`src/rtl/dbg2w_pkg.sv`:
```
package dbg2w_pkg;

    localparam int BYTE_BITS   = 8;
    localparam int FRAME_SLOTS = BYTE_BITS + 1;
    localparam int SLOT_W      = $clog2(FRAME_SLOTS + 1);

    typedef logic [SLOT_W-1:0]    slot_t;
    typedef logic [BYTE_BITS-1:0] byte_t;

    localparam slot_t SLOT_NONE  = slot_t'(0);
    localparam slot_t SLOT_FIRST = slot_t'(1);
    localparam slot_t SLOT_LAST  = slot_t'(FRAME_SLOTS);
    localparam slot_t SLOT_DLAST = slot_t'(BYTE_BITS);

    typedef enum logic {
        ST_IDLE   = 1'b0,
        ST_ACTIVE = 1'b1
    } link_state_e;

    // Synchronized line view plus edge events, one system clock wide.
    typedef struct packed {
        logic scl;
        logic sda;
        logic scl_rise;
        logic scl_fall;
        logic start;
    } line_evt_t;

    // Slot counter advances on each falling serial clock, wrapping after the gap slot.
    function automatic slot_t next_slot(input slot_t s);
        return (s == SLOT_LAST) ? SLOT_FIRST : s + slot_t'(1);
    endfunction

    function automatic logic is_data_slot(input slot_t s);
        return (s >= SLOT_FIRST) && (s <= SLOT_DLAST);
    endfunction

endpackage

```
`src/rtl/dbg2w_sync.sv`:
```
module dbg2w_sync
    import dbg2w_pkg::*;
#(
    parameter int STAGES = 2
) (
    input  logic      clk,
    input  logic      rst,
    input  logic      scl_in,
    input  logic      sda_in,
    output line_evt_t evt
);
    localparam int LANES = 2;

    logic [LANES-1:0] raw;
    logic [LANES-1:0] cur;
    logic [LANES-1:0] prev;

    assign raw = {sda_in, scl_in};

    for (genvar g = 0; g < LANES; g++) begin : g_lane
        logic [STAGES-1:0] chain;
        always_ff @(posedge clk) begin
            if (rst) chain <= '1;
            else     chain <= {chain[STAGES-2:0], raw[g]};
        end
        assign cur[g] = chain[STAGES-1];
    end

    always_ff @(posedge clk) begin
        if (rst) prev <= '1;
        else     prev <= cur;
    end

    always_comb begin
        evt.scl      = cur[0];
        evt.sda      = cur[1];
        evt.scl_rise = cur[0] & ~prev[0];
        evt.scl_fall = ~cur[0] & prev[0];
        // Data falls while the clock is high in both samples.
        evt.start    = cur[0] & prev[0] & prev[1] & ~cur[1];
    end

endmodule

```
`src/rtl/dbg2w_framer.sv`:
```
module dbg2w_framer
    import dbg2w_pkg::*;
#(
    parameter int HOLD_CYCLES = 64
) (
    input  logic        clk,
    input  logic        rst,
    input  line_evt_t   evt,
    input  logic        hdr_bit0,
    output link_state_e state,
    output slot_t       slot,
    output logic        hdr_phase,
    output logic        read_mode,
    output logic        end_evt,
    output logic        shift_fall,
    output logic        sample_rise,
    output logic        load_evt
);
    localparam int HW = $clog2(HOLD_CYCLES + 1);
    localparam logic [HW-1:0] HOLD_LIM = HW'(HOLD_CYCLES - 1);

    logic [HW-1:0] hold_cnt;
    slot_t         slot_nx;
    logic          live;

    assign slot_nx = next_slot(slot);
    assign live    = (state == ST_ACTIVE) && !evt.start;

    always_comb begin
        end_evt     = live && evt.scl_fall && (slot_nx == SLOT_LAST);
        shift_fall  = live && evt.scl_fall && read_mode &&
                      (slot_nx > SLOT_FIRST) && (slot_nx <= SLOT_DLAST);
        sample_rise = live && evt.scl_rise && !read_mode && is_data_slot(slot);
        load_evt    = end_evt && (read_mode || (hdr_phase && hdr_bit0));
    end

    always_ff @(posedge clk) begin
        if (rst) begin
            state     <= ST_IDLE;
            slot      <= SLOT_NONE;
            hdr_phase <= 1'b0;
            read_mode <= 1'b0;
            hold_cnt  <= '0;
        end else if (evt.start) begin
            state     <= ST_ACTIVE;
            slot      <= SLOT_NONE;
            hdr_phase <= 1'b1;
            read_mode <= 1'b0;
            hold_cnt  <= '0;
        end else if (state == ST_ACTIVE) begin
            if (evt.scl_fall) begin
                slot <= slot_nx;
                if (slot_nx == SLOT_LAST && hdr_phase) begin
                    read_mode <= hdr_bit0;
                    hdr_phase <= 1'b0;
                end
            end
            if (slot == SLOT_LAST && evt.scl && !evt.scl_fall) begin
                if (hold_cnt == HOLD_LIM) begin
                    state    <= ST_IDLE;
                    slot     <= SLOT_NONE;
                    hold_cnt <= '0;
                end else begin
                    hold_cnt <= hold_cnt + 1'b1;
                end
            end else begin
                hold_cnt <= '0;
            end
        end
    end

endmodule

```
`src/rtl/dbg2w_datapath.sv`:
```
module dbg2w_datapath
    import dbg2w_pkg::*;
(
    input  logic  clk,
    input  logic  rst,
    input  logic  sda_bit,
    input  logic  sample_rise,
    input  logic  shift_fall,
    input  logic  load_evt,
    input  byte_t tx_byte,
    output byte_t rx_byte,
    output logic  tx_msb,
    output logic  hdr_bit0
);
    byte_t rx_sh;
    byte_t tx_sh;

    always_ff @(posedge clk) begin
        if (rst) begin
            rx_sh <= '0;
        end else if (sample_rise) begin
            rx_sh <= {rx_sh[BYTE_BITS-2:0], sda_bit};
        end
    end

    always_ff @(posedge clk) begin
        if (rst) begin
            tx_sh <= '1;
        end else if (load_evt) begin
            tx_sh <= tx_byte;
        end else if (shift_fall) begin
            tx_sh <= {tx_sh[BYTE_BITS-2:0], 1'b1};
        end
    end

    assign rx_byte  = rx_sh;
    assign tx_msb   = tx_sh[BYTE_BITS-1];
    assign hdr_bit0 = rx_sh[0];

endmodule

```
`src/rtl/dbg2w_slave.sv`:
```
module dbg2w_slave
    import dbg2w_pkg::*;
#(
    parameter int SYNC_STAGES = 2,
    parameter int HOLD_CYCLES = 64
) (
    input  logic       clk,
    input  logic       rst,
    input  logic       scl_in,
    input  logic       sda_in,
    output logic       sda_o,
    output logic       sda_oe,
    output logic [7:0] rx_data,
    output logic       rx_valid,
    output logic       rx_hdr,
    input  logic [7:0] tx_data,
    output logic       tx_take
);
    line_evt_t   evt;
    link_state_e fr_state;
    slot_t       fr_slot;
    logic        hdr_phase, read_mode;
    logic        end_evt, shift_fall, sample_rise, load_evt;
    logic        hdr_bit0;
    byte_t       rx_byte;
    logic        start_evt;

    dbg2w_sync #(.STAGES(SYNC_STAGES)) u_sync (
        .clk    (clk),
        .rst    (rst),
        .scl_in (scl_in),
        .sda_in (sda_in),
        .evt    (evt)
    );

    dbg2w_framer #(.HOLD_CYCLES(HOLD_CYCLES)) u_framer (
        .clk         (clk),
        .rst         (rst),
        .evt         (evt),
        .hdr_bit0    (hdr_bit0),
        .state       (fr_state),
        .slot        (fr_slot),
        .hdr_phase   (hdr_phase),
        .read_mode   (read_mode),
        .end_evt     (end_evt),
        .shift_fall  (shift_fall),
        .sample_rise (sample_rise),
        .load_evt    (load_evt)
    );

    dbg2w_datapath u_dp (
        .clk         (clk),
        .rst         (rst),
        .sda_bit     (evt.sda),
        .sample_rise (sample_rise),
        .shift_fall  (shift_fall),
        .load_evt    (load_evt),
        .tx_byte     (tx_data),
        .rx_byte     (rx_byte),
        .tx_msb      (sda_o),
        .hdr_bit0    (hdr_bit0)
    );

    assign start_evt = evt.start;

    always_ff @(posedge clk) begin
        if (rst) begin
            rx_valid <= 1'b0;
            rx_hdr   <= 1'b0;
            rx_data  <= '0;
            tx_take  <= 1'b0;
        end else begin
            rx_valid <= end_evt && !read_mode;
            tx_take  <= load_evt;
            if (end_evt && !read_mode) begin
                rx_data <= rx_byte;
                rx_hdr  <= hdr_phase;
            end
        end
    end

    assign sda_oe = (fr_state == ST_ACTIVE) && read_mode && is_data_slot(fr_slot);

endmodule

```
`config.mk`:
```
export PLATFORM = sky130hd
export DESIGN_NAME = dbg2w_slave
export DESIGN_NICKNAME = d
export VERILOG_FILES = /design/src/rtl/dbg2w_pkg.sv /design/src/rtl/dbg2w_sync.sv /design/src/rtl/dbg2w_framer.sv /design/src/rtl/dbg2w_datapath.sv /design/src/rtl/dbg2w_slave.sv
export SDC_FILE = /design/constraint.sdc
export NUM_CORES = 1
export LEC_CHECK = 0
export BUFFER_PORTS_ARGS = -buffer_cell sky130_fd_sc_hd__buf_2
export CAP_MARGIN = 0
export CELL_PAD_IN_SITES_DETAIL_PLACEMENT = 1
export CELL_PAD_IN_SITES_GLOBAL_PLACEMENT = 1
export CORE_MARGIN = 2
export CORE_UTILIZATION = 40
export CTS_CLUSTER_DIAMETER = 80
export CTS_CLUSTER_SIZE = 25
export DETAILED_ROUTE_END_ITERATION = 8
export PLACE_DENSITY = 0.73
export RECOVER_POWER = 50
export SLEW_MARGIN = 20
export SYNTH_ARGS = -nofsm -noshare
export SYNTH_HDL_FRONTEND = slang
export SYNTH_SLANG_ARGS = --single-unit
```
`constraint.sdc`:
```
create_clock -name clk -period 1.5 [get_ports clk]
set_input_delay 0.225 -clock clk [delete_from_list [all_inputs] [get_ports clk]]
set_output_delay 0.225 -clock clk [all_outputs]
set_load 0.1 [all_outputs]
```
# Word-level counts from Yosys, hierarchy flattened
# Index checks and enable logic that the tools add are counted.
# word_totals
input_bits,12
wordCells,76
output_inout_bits,13
reg_bits,47
# op_classes
reduce_logical,29
eq_ne,3
n_addsub,2
n_mux,16
bitwise,8
n_lt_le_gt_ge,4
# op_table
op,count
logical AND 1 bit,18
two-way mux 4 bit,4
two-way mux 8 bit,2
two-way mux 7 bit,2
"== test 4 bit, second input constant",2
"<= comparator 4 bit, second input constant",2
two-way mux 1 bit,8
nonzero test 2 bit,4
"adder 7 x 1 -> 7 bit, second input constant",1
"== test 7 x 6 -> 1 bit, second input constant",1
AND reduction 3 bit,2
bitwise AND 1 bit,5
"adder 4 x 1 -> 4 bit, second input constant",1
">= comparator 4 x 1 -> 1 bit, second input constant",1
"> comparator 4 x 1 -> 1 bit, second input constant",1
zero test 1 bit,3
inverter 1 bit,3
OR reduction 2 bit,1
logical OR 1 bit,1

# Longest topological paths before layout
# Gate-level depths: netlist of the first run.
# depth
ltp_word,11
ltp_mapped,6
ltp_nobuf,5

# Modules after synthesis
# A second synthesis of the first run with hierarchy kept.
# hier_totals
cells_unflattened,218
area_unflattened_um2,1974.4
# modules_own_cells
mod,seq_area_each_um2,cells_per_inst,n_inst,area_per_inst_um2
dbg2w_framer,280.3,91,1,718.2
dbg2w_datapath,320.3,62,1,666.9
dbg2w_slave,220.2,48,1,394.1
dbg2w_sync,120.1,17,1,195.2

# Worst setup path before layout of the first run
# OpenSTA, ideal clock, no wires.
# synth_timing
kind,register -> output
startpoint,register u_framer.slot[1]
endpoint,output port sda_oe
n_path_buf,1
required_time_ps,1275
path_slack_ps,-412
arrival_time_ps,1687
path_stages_with_launch,4
cell_sequence,dfxtp_1 -> buf_6 -> o31ai_1 -> and4_1
# synth_via
elab_chain_cells,3
elab_cells_between_ends,4
cone_classes,2 x order compare; 2 x reduce/logical
# synth_rtl
item,line,rtl
from (decl),dbg2w_framer.sv:11,"output slot_t slot,"
from (signal assigned),dbg2w_framer.sv:52,slot <= slot_nx;
>= comparator 4 x 1 -> 1 bit or <= comparator 4 bit (tied branches),dbg2w_pkg.sv:35,return (s >= SLOT_FIRST) && (s <= SLOT_DLAST);
logical AND 1 bit *,dbg2w_pkg.sv:35,
logical AND 1 bit *,dbg2w_slave.sv:82,assign sda_oe = (fr_state == ST_ACTIVE) && read_mode && is_data_slot(fr_slot);
to (decl),dbg2w_slave.sv:12,"output logic sda_oe,"
# Mark *: on every way between the ends. The rest lies on a longest branch, timed or not.

# Final worst setup path of the first run
# layout_timing
startpoint,register u_framer.slot[0]
endpoint,output port sda_oe
# Same word-level chain as after synthesis.

==> summary.txt, run 1 <==
Finish
  – N_diodes: 0
  – Synth-to-Final Area Change: 33.8%
  – Most common cell after layout, fill and taps aside: dfxtp_1
  – Layout cells sized above 1: 0.418
  – Nets: between 200 and 300
  – Most frequent cells in the layout: 42 x dfxtp_1, 31 x nor2_1, 23 x mux2i_1, 21 x buf_4, 14 x buf_2

Setup path
  – Crit-path max FO: 3
  – Reg2reg path depth: 6
  – CP Class: register to primary output
  – Req. time, crit path: between 1000 and 1500 ps
  – Setup slack, reg-to-reg: -230 ps
  – Critical Path End Type: primary output
  – Origin of the worst setup path: u_framer.slot[0]$_SDFFE_PP0P_
  – Worst R2R End: u_dp.rx_byte[5]$_SDFFE_PP0P_
  – RR Startpoint: u_framer.slot[0]$_SDFFE_PP0P_
  – Setup crit start kind: register
  – Worst EP arrival: 1520 ps
  – Crit path to: sda_oe

Synthesis
  – Yosys top cell by area: dfxtp_1
  – Synth area leaders: dfxtp_1 48%, mux2i_1 14%, nor2_1 5.9%
  – Post-synth top area share: 0.476
  – Gate Count Post-Synth: a little under 200
  – Ys async rst share: 0
  – Number of flops mapped to enable cells by yosys: 0
  – Syn Std Cell Area: 1980 µm²
  – Yosys reg bits: 47
  – Syn_area_per_cell: between 10 and 15 µm²
  – Cell variety after synth: 45
  – Ys flop type: dfxtp_1
  – Syn_nets: 207
  – Synthesis Warnings: 0
  – Seq/Total Area, Yosys: 0.476

STA
  – Clk_skew: 6.69 ps
  – Final Cycle Share: 1.16
  – Setup TNS: -3540 ps
  – Actual slew at the worst max-slew pin: 545 ps
  – WHS: approximately 110 ps
  – Hold Vio Cnt, Final: 0
  – Unrepaired setup endpoints after global routing: true
  – Max Slew Vio Count: 0
  – Max-slew headroom: 0.638
  – PnR worst setup slack: -243 ps
  – Final setup viols: 26
  – Period minus WS final: ~1700 ps
  – Fmax: 0.574 GHz

Clock network
  – Post-CTS Hold Fix Bufs: 0
  – CTS max path bufs: 2
  – CTS tree: done
  – Number of H-tree levels: 2
  – Clock-pin slew on the worst setup and hold paths: approximately 80 ps
  – Root buffer cell: clkbuf_8
  – CTS Buf Count: 5
  – Worst-Skew Late Latency: 300 ps
  – Sink Count: 47

Floorplanning
  – Initial core utilization: 0.416
  – # IOs: 25
  – Die W: between 70 and 80 µm
  – Row count: 25
  – Die area: around 5500 µm²
  – Core area: around 4800 µm²
  – Die H: between 70 and 80 µm

Routing
  – Antenna-violating nets left: 0
  – Met1 WL: 1.96 mm
  – Vias per cell: 5.18
  – Met2 wire len: around 2.6 mm
  – DR iter-0 viols: between 50 and 60
  – DR top layer: met4
  – Met3 WL post-DR: approximately 160 µm
  – Routed len/inst: ~15 µm
  – Total Wirelength: between 4 and 5 mm
  – # DRC: 0
  – First-pass detailed-route iteration total: 4
  – Vias: 1611

Pwr
  – Pint: approximately 1.8 mW
  – Cell Pwr Density: 851 nW/µm²
  – Share of power burned in registers: 0.561
  – Clock Power Share: 0.391
  – Net switching share of the total power: 0.202
  – Max IR drop VDD: 0.586 mV
  – Sw power: 0.454 mW
  – LEAKAGE: between 1 and 1.5 nW
  – Combinational share of power: 0.048
  – Pwr Total: 2.25 mW

Place
  – RePlAce Congestion: approximately 0.72
  – Detailed Place HPWL: between 3 and 4 mm
  – # port buffers: 24

Global route
  – GRT overflow: 0
  – Gr usage total: 0.187
  – Initial antenna violation count: 0
  – First-pass GRT wire length: 7.82 mm
  – Vias in the first global route: between 1500 and 2000
  – Largest net degree at the start of global routing: 23

Min path
  – Hold Crit Class: primary input to register

Run
  – Max Cap Violations: 0

Run status
  – Failing checks: negative setup slack
  – Status: finished, violations left
critical path, cell delays in order, from the launching register on:
cell and delay [ps]:
dfxtp_4 360, or4_4 530, and4_4 170, buf_12 160
routing by layer:
metal,vias up,GRT usage
met2,29,0.341
met3,8,0.0474
met4,0,0.0635
met1,791,0.212
met5,-,0
li1,783,-
cell families (layout without fill, tap and decap cells):
| logic type | after synthesis | count (layout) | share of synthesized area |
|---|---|---|---|
| compound gates | 25 | 25 | 0.0956 |
| xor+xnor | 5 | 5 | 0.0222 |
| fa+ha+maj | 1 | 1 | 0.00633 |
| buf+inv | 16 | 65 | 0.0399 |
| flops | 47 | 47 | 0.476 |
| mux | 28 | 28 | 0.142 |
| simple gates | 72 | 73 | 0.218 |
layout make-up:
cell class | count | area (µm²)
flip-flops and latches | 47 | 955
inverters | 3 | 11.3
multi-input cells | 132 | 1100
fillers | 541 | 2110
well taps | 67 | 83.8
clock inverters | 1 | 30.0
repair buffers | 55 | 390
clock buffers | 6 | 72.6
worst min path at each step:
stage | from | depth (start not counted) | slack [ps] | end
finish | sda_in | 2 | 110 | u_sync.g_lane[1].chain[0]$_SDFF_PP1_
floorplan | scl_in | 1 | 330 | u_sync.g_lane[0].chain[0]$_SDFF_PP1_
global placement | u_sync.g_lane[1].chain[0]$_SDFF_PP1_ | 1 | 390 | u_sync.g_lane[1].chain[1]$_SDFF_PP1_
global route | scl_in | 2 | 100 | u_sync.g_lane[0].chain[0]$_SDFF_PP1_
detailed placement | u_sync.g_lane[1].chain[0]$_SDFF_PP1_ | 1 | 400 | u_sync.g_lane[1].chain[1]$_SDFF_PP1_
CTS | scl_in | 2 | 100 | u_sync.g_lane[0].chain[0]$_SDFF_PP1_
stage by stage:
step / worst slack (ps) / utilization / instance area, µm² / cells
2_1_floorplan: 3.12 / - / 1990 / 194
3_3_place_gp: -22.3 / 0.487 / 2310 / 295
3_5_place_dp: -57.5 / 0.487 / 2310 / 295
4_1_cts: -243 / 0.528 / 2510 / 308
5_1_grt: -279 / 0.556 / 2650 / 311
6_report: -243 / 0.556 / 2650 / 311
synthesized netlist by cell type, types with 2 or more instances:
master / count
a21oi_1: 3
or2_2: 7
xnor2_1: 3
dfxtp_1: 47
nand4_1: 4
xor2_1: 2
mux2i_1: 28
nor2_1: 31
inv_1: 3
nand2_1: 6
a2bb2oi_1: 8
buf_2: 6
nand3_1: 2
nand3_2: 2
nand3b_1: 2
nand4b_1: 2
o21ai_0: 4
clkbuf_1: 5
nor3_1: 2
nand2b_1: 2
registers in the layout, indices dropped and copies added (netlist names), 2 cells and up:
name / cells
u_sync.g_lane.chain: 4
u_dp.tx_sh: 8
u_framer.slot: 4
rx_data: 8
u_sync.prev: 2
u_framer.hold_cnt: 7
u_dp.rx_byte: 8
power by group through the flow:
stage               sequential [mW]  clock, mW  combinational (mW)
floorplan                      1.29          0              0.0559
global placement               1.30          0              0.0917
detailed placement             1.30          0              0.0956
CTS                            1.26      0.903               0.102
global route                   1.26      0.954               0.118
finish                         1.26      0.879               0.109
what timing repair did:
item                                    CTS  global route
pin swaps                                 9            13
cloned                                    1             0
buffers inserted                          5             3
gates resized for setup                  12            29
endpoints found under the setup margin   18            31
No activity file was read; power rests on OpenSTA's default activity.
==> inputs of run 2 (changes only) <==
==> constraint.sdc (replaced) <==
create_clock -name clk -period 1.5 [get_ports clk]
set_input_delay 0.15 -clock clk [delete_from_list [all_inputs] [get_ports clk]]
set_output_delay 0.15 -clock clk [all_outputs]
set_load 0.1 [all_outputs]
==> run 2 against run 1 <==
Against the previous run:
- the flow still finishes with violations (negative setup slack)
- critical path depth unchanged
- worst hold slack worse by 76 ps
- clock skew is 0.87 ps higher
- utilization shrank 4.1 points
- die area unchanged
- setup slack better by 65 ps
- sequential cell count unchanged
- critical path type unchanged
- critical endpoint unchanged
- largest cell class unchanged
- largest power group unchanged
==> summary.txt, run 2 (same netlist as run 1, synthesis figures left out) <==
STA
  – Final setup viols: 26
  – Max Slew Vio Count: 0
  – Max-slew headroom: 0.636
  – Clk_skew: 7.56 ps
  – PnR worst setup slack: -178 ps
  – Fmax: between 0.5 and 0.6 GHz
  – Unrepaired setup endpoints after global routing: true
  – Period minus WS final: 1680 ps
  – Hold Vio Cnt, Final: 0
  – Final Cycle Share: 1.12
  – Actual slew at the worst max-slew pin: about 550 ps

Routing
  – Total Wirelength: 4.44 mm
  – Vias per cell: around 5.1
  – Antenna-violating nets left: 0
  – Vias: 1555
  – DR iter-0 viols: between 40 and 50
  – First-pass detailed-route iteration total: 4
  – Routed len/inst: approximately 15 µm
  – # DRC: 0

Run
  – Max Cap Violations: 0

Floorplanning
  – Core area: about 4800 µm²
  – Die W: 74.3 µm
  – # IOs: 25
  – Initial core utilization: 0.416
  – Die H: around 74 µm
  – Row count: 25
  – Die area: about 5500 µm²

Setup path
  – Worst R2R End: u_dp.rx_byte[2]$_SDFFE_PP0P_
  – RR Startpoint: u_framer.slot[1]$_SDFFE_PP0P_
  – CP Class: register to primary output
  – Worst EP arrival: about 1500 ps
  – Req. time, crit path: around 1400 ps
  – WP buf/inv: 1
  – Reg2reg path depth: 5
  – CP Cell Sequence: or4_4 -> and4_4 -> buf_12
  – Crit-path max FO: 4
  – Crit path to: sda_oe
  – Origin of the worst setup path: u_framer.slot[1]$_SDFFE_PP0P_
  – Critical Path End Type: primary output
  – Setup slack, reg-to-reg: -80 ps
  – Critical Path Max Stage Delay: around 530 ps
  – Critical Path Stages: 3
  – Crit path max-delay family: simple AND/OR/NAND/NOR gates
  – Slowest CP cell: or4_4
  – Setup crit start kind: register

Clock network
  – Root buffer cell: clkbuf_8
  – CTS Buf Count: 5
  – CTS tree: done
  – CTS max path bufs: 2
  – Post-CTS Hold Fix Bufs: 0
  – Number of H-tree levels: 2
  – Clock-pin slew on the worst setup and hold paths: 80 ps
  – Sink Count: 47
  – Worst-Skew Late Latency: approximately 300 ps

Finish
  – Most frequent cells in the layout: 44 x dfxtp_1, 31 x nor2_1, 27 x mux2i_1, 18 x buf_4, 14 x buf_2
  – Nets: between 200 and 250
  – Final instance area: between 2000 and 2500 µm²
  – Post-layout util: 0.515
  – Layout cells sized above 1: 0.339
  – N_diodes: 0
  – Synth-to-Final Area Change: 23.9%
  – Most common cell after layout, fill and taps aside: dfxtp_1

Run status
  – Status: finished, violations left
  – Failing checks: negative setup slack

Pwr
  – LEAKAGE: 1.07 nW
  – Max IR drop VDD: ~0.6 mV
  – Cell Pwr Density: around 850 nW/µm²
  – Pwr Total: 2.09 mW

Place
  – DP Area: ~2300 µm²
  – RePlAce Congestion: just over 0.7
  – Detailed Place HPWL: 3.05 mm
  – # port buffers: 24

Min path
  – Hold Crit Class: primary input to register

Global route
  – Vias in the first global route: roughly 1600
  – Largest net degree at the start of global routing: 22
  – Gr usage total: 0.175
  – GRT overflow: 0
  – First-pass GRT wire length: ~7.3 mm
  – Initial antenna violation count: 0
-- run 2: cell count changes in the layout (fill, tap and decap cells not counted), sizes merged --
| cell | delta |
|---|---|
| clkbuf | -2 |
| clkinv | +2 |
| bufinv | -1 |
| buf | -7 |
-- run 2: worst min-delay path by stage --
stage | startpoint | end | cells after the start
6_report | scl_in | u_sync.g_lane[0].chain[0]$_SDFF_PP1_ | 2
5_1_grt | sda_in | u_sync.g_lane[1].chain[0]$_SDFF_PP1_ | 2
4_1_cts | sda_in | u_sync.g_lane[1].chain[0]$_SDFF_PP1_ | 2
3_5_place_dp | sda_in | u_sync.g_lane[1].chain[0]$_SDFF_PP1_ | 2
3_3_place_gp | scl_in | u_sync.g_lane[0].chain[0]$_SDFF_PP1_ | 2
2_1_floorplan | scl_in | u_sync.g_lane[0].chain[0]$_SDFF_PP1_ | 1
-- run 2: what timing repair did --
action | CTS | global route
pin swaps | 7 | 4
endpoints found under the setup margin | 19 | 34
gates cloned | 1 | 0
gates resized for setup | 12 | 4
buffers inserted | 5 | 0
-- run 2: layout make-up --
cell class,count,area [µm²]
well taps,67,83.8
fillers,570,2300
inverters,3,11.3
repair buffers,47,318
clock inverters,2,13.8
clock buffers,5,68.8
flip-flops and latches,47,950
multi-input cells,132,1000
-- run 2: layer usage --
metal | wire (µm) | vias up | track usage | part of all wire
li1 | - | 769 | - | -
met1 | 1920 | 752 | 0.201 | 0.43
met2 | 2310 | 26 | 0.315 | 0.52
met3 | 141 | 8 | 0.0447 | 0.032
met4 | 73 | 0 | 0.0595 | 0.016
met5 | 0 | - | 0 | 0
-- run 2: where the power goes --
| group | switching (mW) | internal, mW |
|---|---|---|
| Combinational | 0.0495 | 0.0485 |
| Clock | 0.408 | 0.319 |
| Sequential | 0.00921 | 1.25 |
-- run 2: metrics by stage --
stage          cells  hold WS [ps]  setup slack [ps]  TNS (ps)
3_3_place_gp     290           332             -36.1      -282
6_report         303          36.5              -178     -1200
3_5_place_dp     290           338             -83.8      -949
4_1_cts          303          24.3              -187     -1090
5_1_grt          303          25.3              -221     -3340
2_1_floorplan    194           254              11.3         0
==> inputs of run 3 (changes only) <==
--- a/config.mk
+++ b/config.mk
@@ -6,14 +6,15 @@
 export NUM_CORES = 1
 export LEC_CHECK = 0
-export BUFFER_PORTS_ARGS = -buffer_cell sky130_fd_sc_hd__buf_2
 export CAP_MARGIN = 0
 export CELL_PAD_IN_SITES_DETAIL_PLACEMENT = 1
 export CELL_PAD_IN_SITES_GLOBAL_PLACEMENT = 1
 export CORE_MARGIN = 2
-export CORE_UTILIZATION = 40
+export CORE_UTILIZATION = 43
 export CTS_CLUSTER_DIAMETER = 80
 export CTS_CLUSTER_SIZE = 25
 export DETAILED_ROUTE_END_ITERATION = 8
-export PLACE_DENSITY = 0.73
+export DONT_BUFFER_PORTS = 1
+export GPL_TIMING_DRIVEN = 0
+export PLACE_DENSITY = 0.72
 export RECOVER_POWER = 50
 export SLEW_MARGIN = 20
==> constraint.sdc (replaced) <==
create_clock -name clk -period 1.5 [get_ports clk]
set_input_delay 0.075 -clock clk [delete_from_list [all_inputs] [get_ports clk]]
set_output_delay 0.075 -clock clk [all_outputs]
set_load 0.1 [all_outputs]
==> run 3 against run 2 <==
Against the previous run:
- the run still ends with negative setup slack left
- count of clock-buffer cells in the layout rose by 1
- clock skew rose by 1.4 ps
- register-to-register slack barely moved
- fmax rose by 1.9%
- critical path depth fell by 1
- sequential power barely moved
- global-route usage rose by 1.2 points
- first-iteration DRC count fell by 36%
- cell count fell by 7.9%
- clock power rose by 12%
- sequential cell count did not move
- critical endpoint unchanged
- largest cell class unchanged
- largest power group unchanged
==> summary.txt, run 3 (same netlist as run 1, synthesis figures left out) <==
Run status
  – Status: finished, violations left
  – Failing checks: negative setup slack

Global route
  – Met1 Usage GRT: 0.205
  – Initial antenna violation count: 0
  – M3 GR Usage: 0.0450
  – GRT overflow: 0
  – Largest net degree at the start of global routing: 16
  – Met2 Use GR: 0.352
  – Vias in the first global route: roughly 1600
  – Grt peak-use layer: met2
  – First-pass GRT wire length: approximately 7.4 mm
  – Gr usage total: 0.186

Floorplanning
  – Die H: around 72 µm
  – Die area: 5160 µm²
  – Core area: about 4400 µm²
  – Initial core utilization: 0.451
  – Row count: 24
  – # IOs: 25
  – Die W: just over 70 µm

STA
  – Final setup viols: 18
  – Final Cycle Share: 1.10
  – Fmax: 0.608 GHz
  – Period minus WS final: approximately 1600 ps
  – Hold Vio Cnt, Final: 0
  – Actual slew at the worst max-slew pin: approximately 1000 ps
  – PnR worst setup slack: -146 ps
  – WHS: roughly 86 ps
  – Unrepaired setup endpoints after global routing: true
  – Clk_skew: approximately 9 ps
  – Max-slew headroom: 0.327
  – Max Slew Vio Count: 0

Setup path
  – CP Class: register to primary output
  – Setup crit start kind: register
  – Crit path max-delay family: simple AND/OR/NAND/NOR gates
  – CP Cell Sequence: o31ai_2 -> and4_4
  – Reg2reg path depth: 6
  – Critical Path Stages: 2
  – Req. time, crit path: 1420 ps
  – Critical Path End Type: primary output
  – Crit-path max FO: 9
  – Critical Path Max Stage Delay: between 400 and 500 ps
  – WP buf/inv: 0
  – Slowest CP cell: and4_4
  – Worst EP arrival: between 1500 and 2000 ps

Routing
  – Vias per cell: about 5.5
  – Total Wirelength: about 4.9 mm
  – Vias: 1527
  – Antenna-violating nets left: 0
  – # DRC: 0
  – Routed len/inst: 17.5 µm
  – DR iter-0 viols: 29
  – First-pass detailed-route iteration total: 4

Pwr
  – LEAKAGE: slightly above 1 nW
  – Max IR drop VDD: about 0.53 mV
  – Pwr Total: approximately 2.2 mW
  – Cell Pwr Density: 871 nW/µm²

Clock network
  – Worst-Skew Late Latency: ~300 ps
  – CTS max path bufs: 2
  – CTS tree: done
  – Sink Count: 47
  – Root buffer cell: clkbuf_8
  – Number of H-tree levels: 2
  – Clock-pin slew on the worst setup and hold paths: ~90 ps
  – CTS Buf Count: 5

Place
  – Dpl ws: -230 ps
  – RePlAce Congestion: 0.716
  – # port buffers: 0
  – Detailed Place HPWL: a little under 3 mm
  – DP Cell Count: approximately 250

Finish
  – # fillers: roughly 480
  – Register area: roughly 960 µm²
  – Most common cell after layout, fill and taps aside: dfxtp_1
  – Post-layout util: 0.574
  – Synth-to-Final Area Change: 27.2%
  – Layout cells sized above 1: 0.339
  – Most frequent cells in the layout: 38 x dfxtp_1, 31 x nor2_1, 27 x mux2i_1, 16 x buf_4, 10 x dlygate4sd3_1
  – Final std cells w/o fill: 279
  – Multi-input logic area: 1060 µm²
  – Nets: 239
  – N_diodes: 0

Min path
  – Hold Crit Class: primary input to register
  – Hold Path Cell Cnt: 3

Run
  – Max Cap Violations: 0
run 3: cell count changes in the layout (fill, tap and decap cells not counted), moves of 2 or more:
cell           previous run  this run
a2bb2oi_1                 8         1
a2bb2oi_2                 0         7
clkbuf_2                  8         1
dfxtp_2                   1         6
buf_2                    14         2
dlygate4sd3_1             0        10
dfxtp_1                  44        38
buf_4                    18        16
run 3: final cells by class:
class                      instances  share of cell area
tap                               52              0.0259
multi-input combinational        131               0.420
timing repair buffer              28               0.101
clock inverter                     2             0.00647
clock buffer                       6              0.0328
buffer                            10              0.0269
inverter                           3             0.00448
sequential                        47               0.382
run 3: repair_timing:
item,CTS,global route
endpoints found under the hold margin,10,0
endpoints found under the setup margin,28,35
pin swaps,5,3
cloned,1,0
resized for setup,20,24
buffers inserted,9,8
hold buffers,10,0
run 3: final timing paths:
kind | slack (ps) | endpoint | start
setup reg to reg | -90 | u_dp.tx_sh[5]$_SDFFE_PP1P_ | u_sync.g_lane[0].chain[1]$_SDFF_PP1_
hold reg to reg | 420 | u_sync.g_lane[0].chain[1]$_SDFF_PP1_ | u_sync.g_lane[0].chain[0]$_SDFF_PP1_
hold / removal | 90 | tx_take$_SDFF_PP0_ | rst
setup / recovery | -150 | sda_oe | u_framer.slot[1]$_SDFFE_PP0P_
run 3: per-layer routing:
layer,wire (µm),vias up
met5,0,-
met4,70,0
met3,150,6
met2,2720,27
met1,1930,751
li1,-,743
run 3: worst min-delay path, cell delays in order:
cell and delay [ps]:
or3_4 120, buf_6 110, inv_1 40
run 3: power breakdown:
part	total, mW	switching [mW]	internal, mW
clock	0.815	0.438	0.377
sequential	1.26	0.00940	1.25
combinational	0.112	0.0550	0.0567
run 3: per-stage QoR:
step | TNS (ps) | area [µm²]
final | -938 | 2510
after global routing | -2000 | 2510
after CTS | -1700 | 2370
after detailed placement | -2650 | 2050
after global placement | -1860 | 2050
after floorplan | 0 | 1980
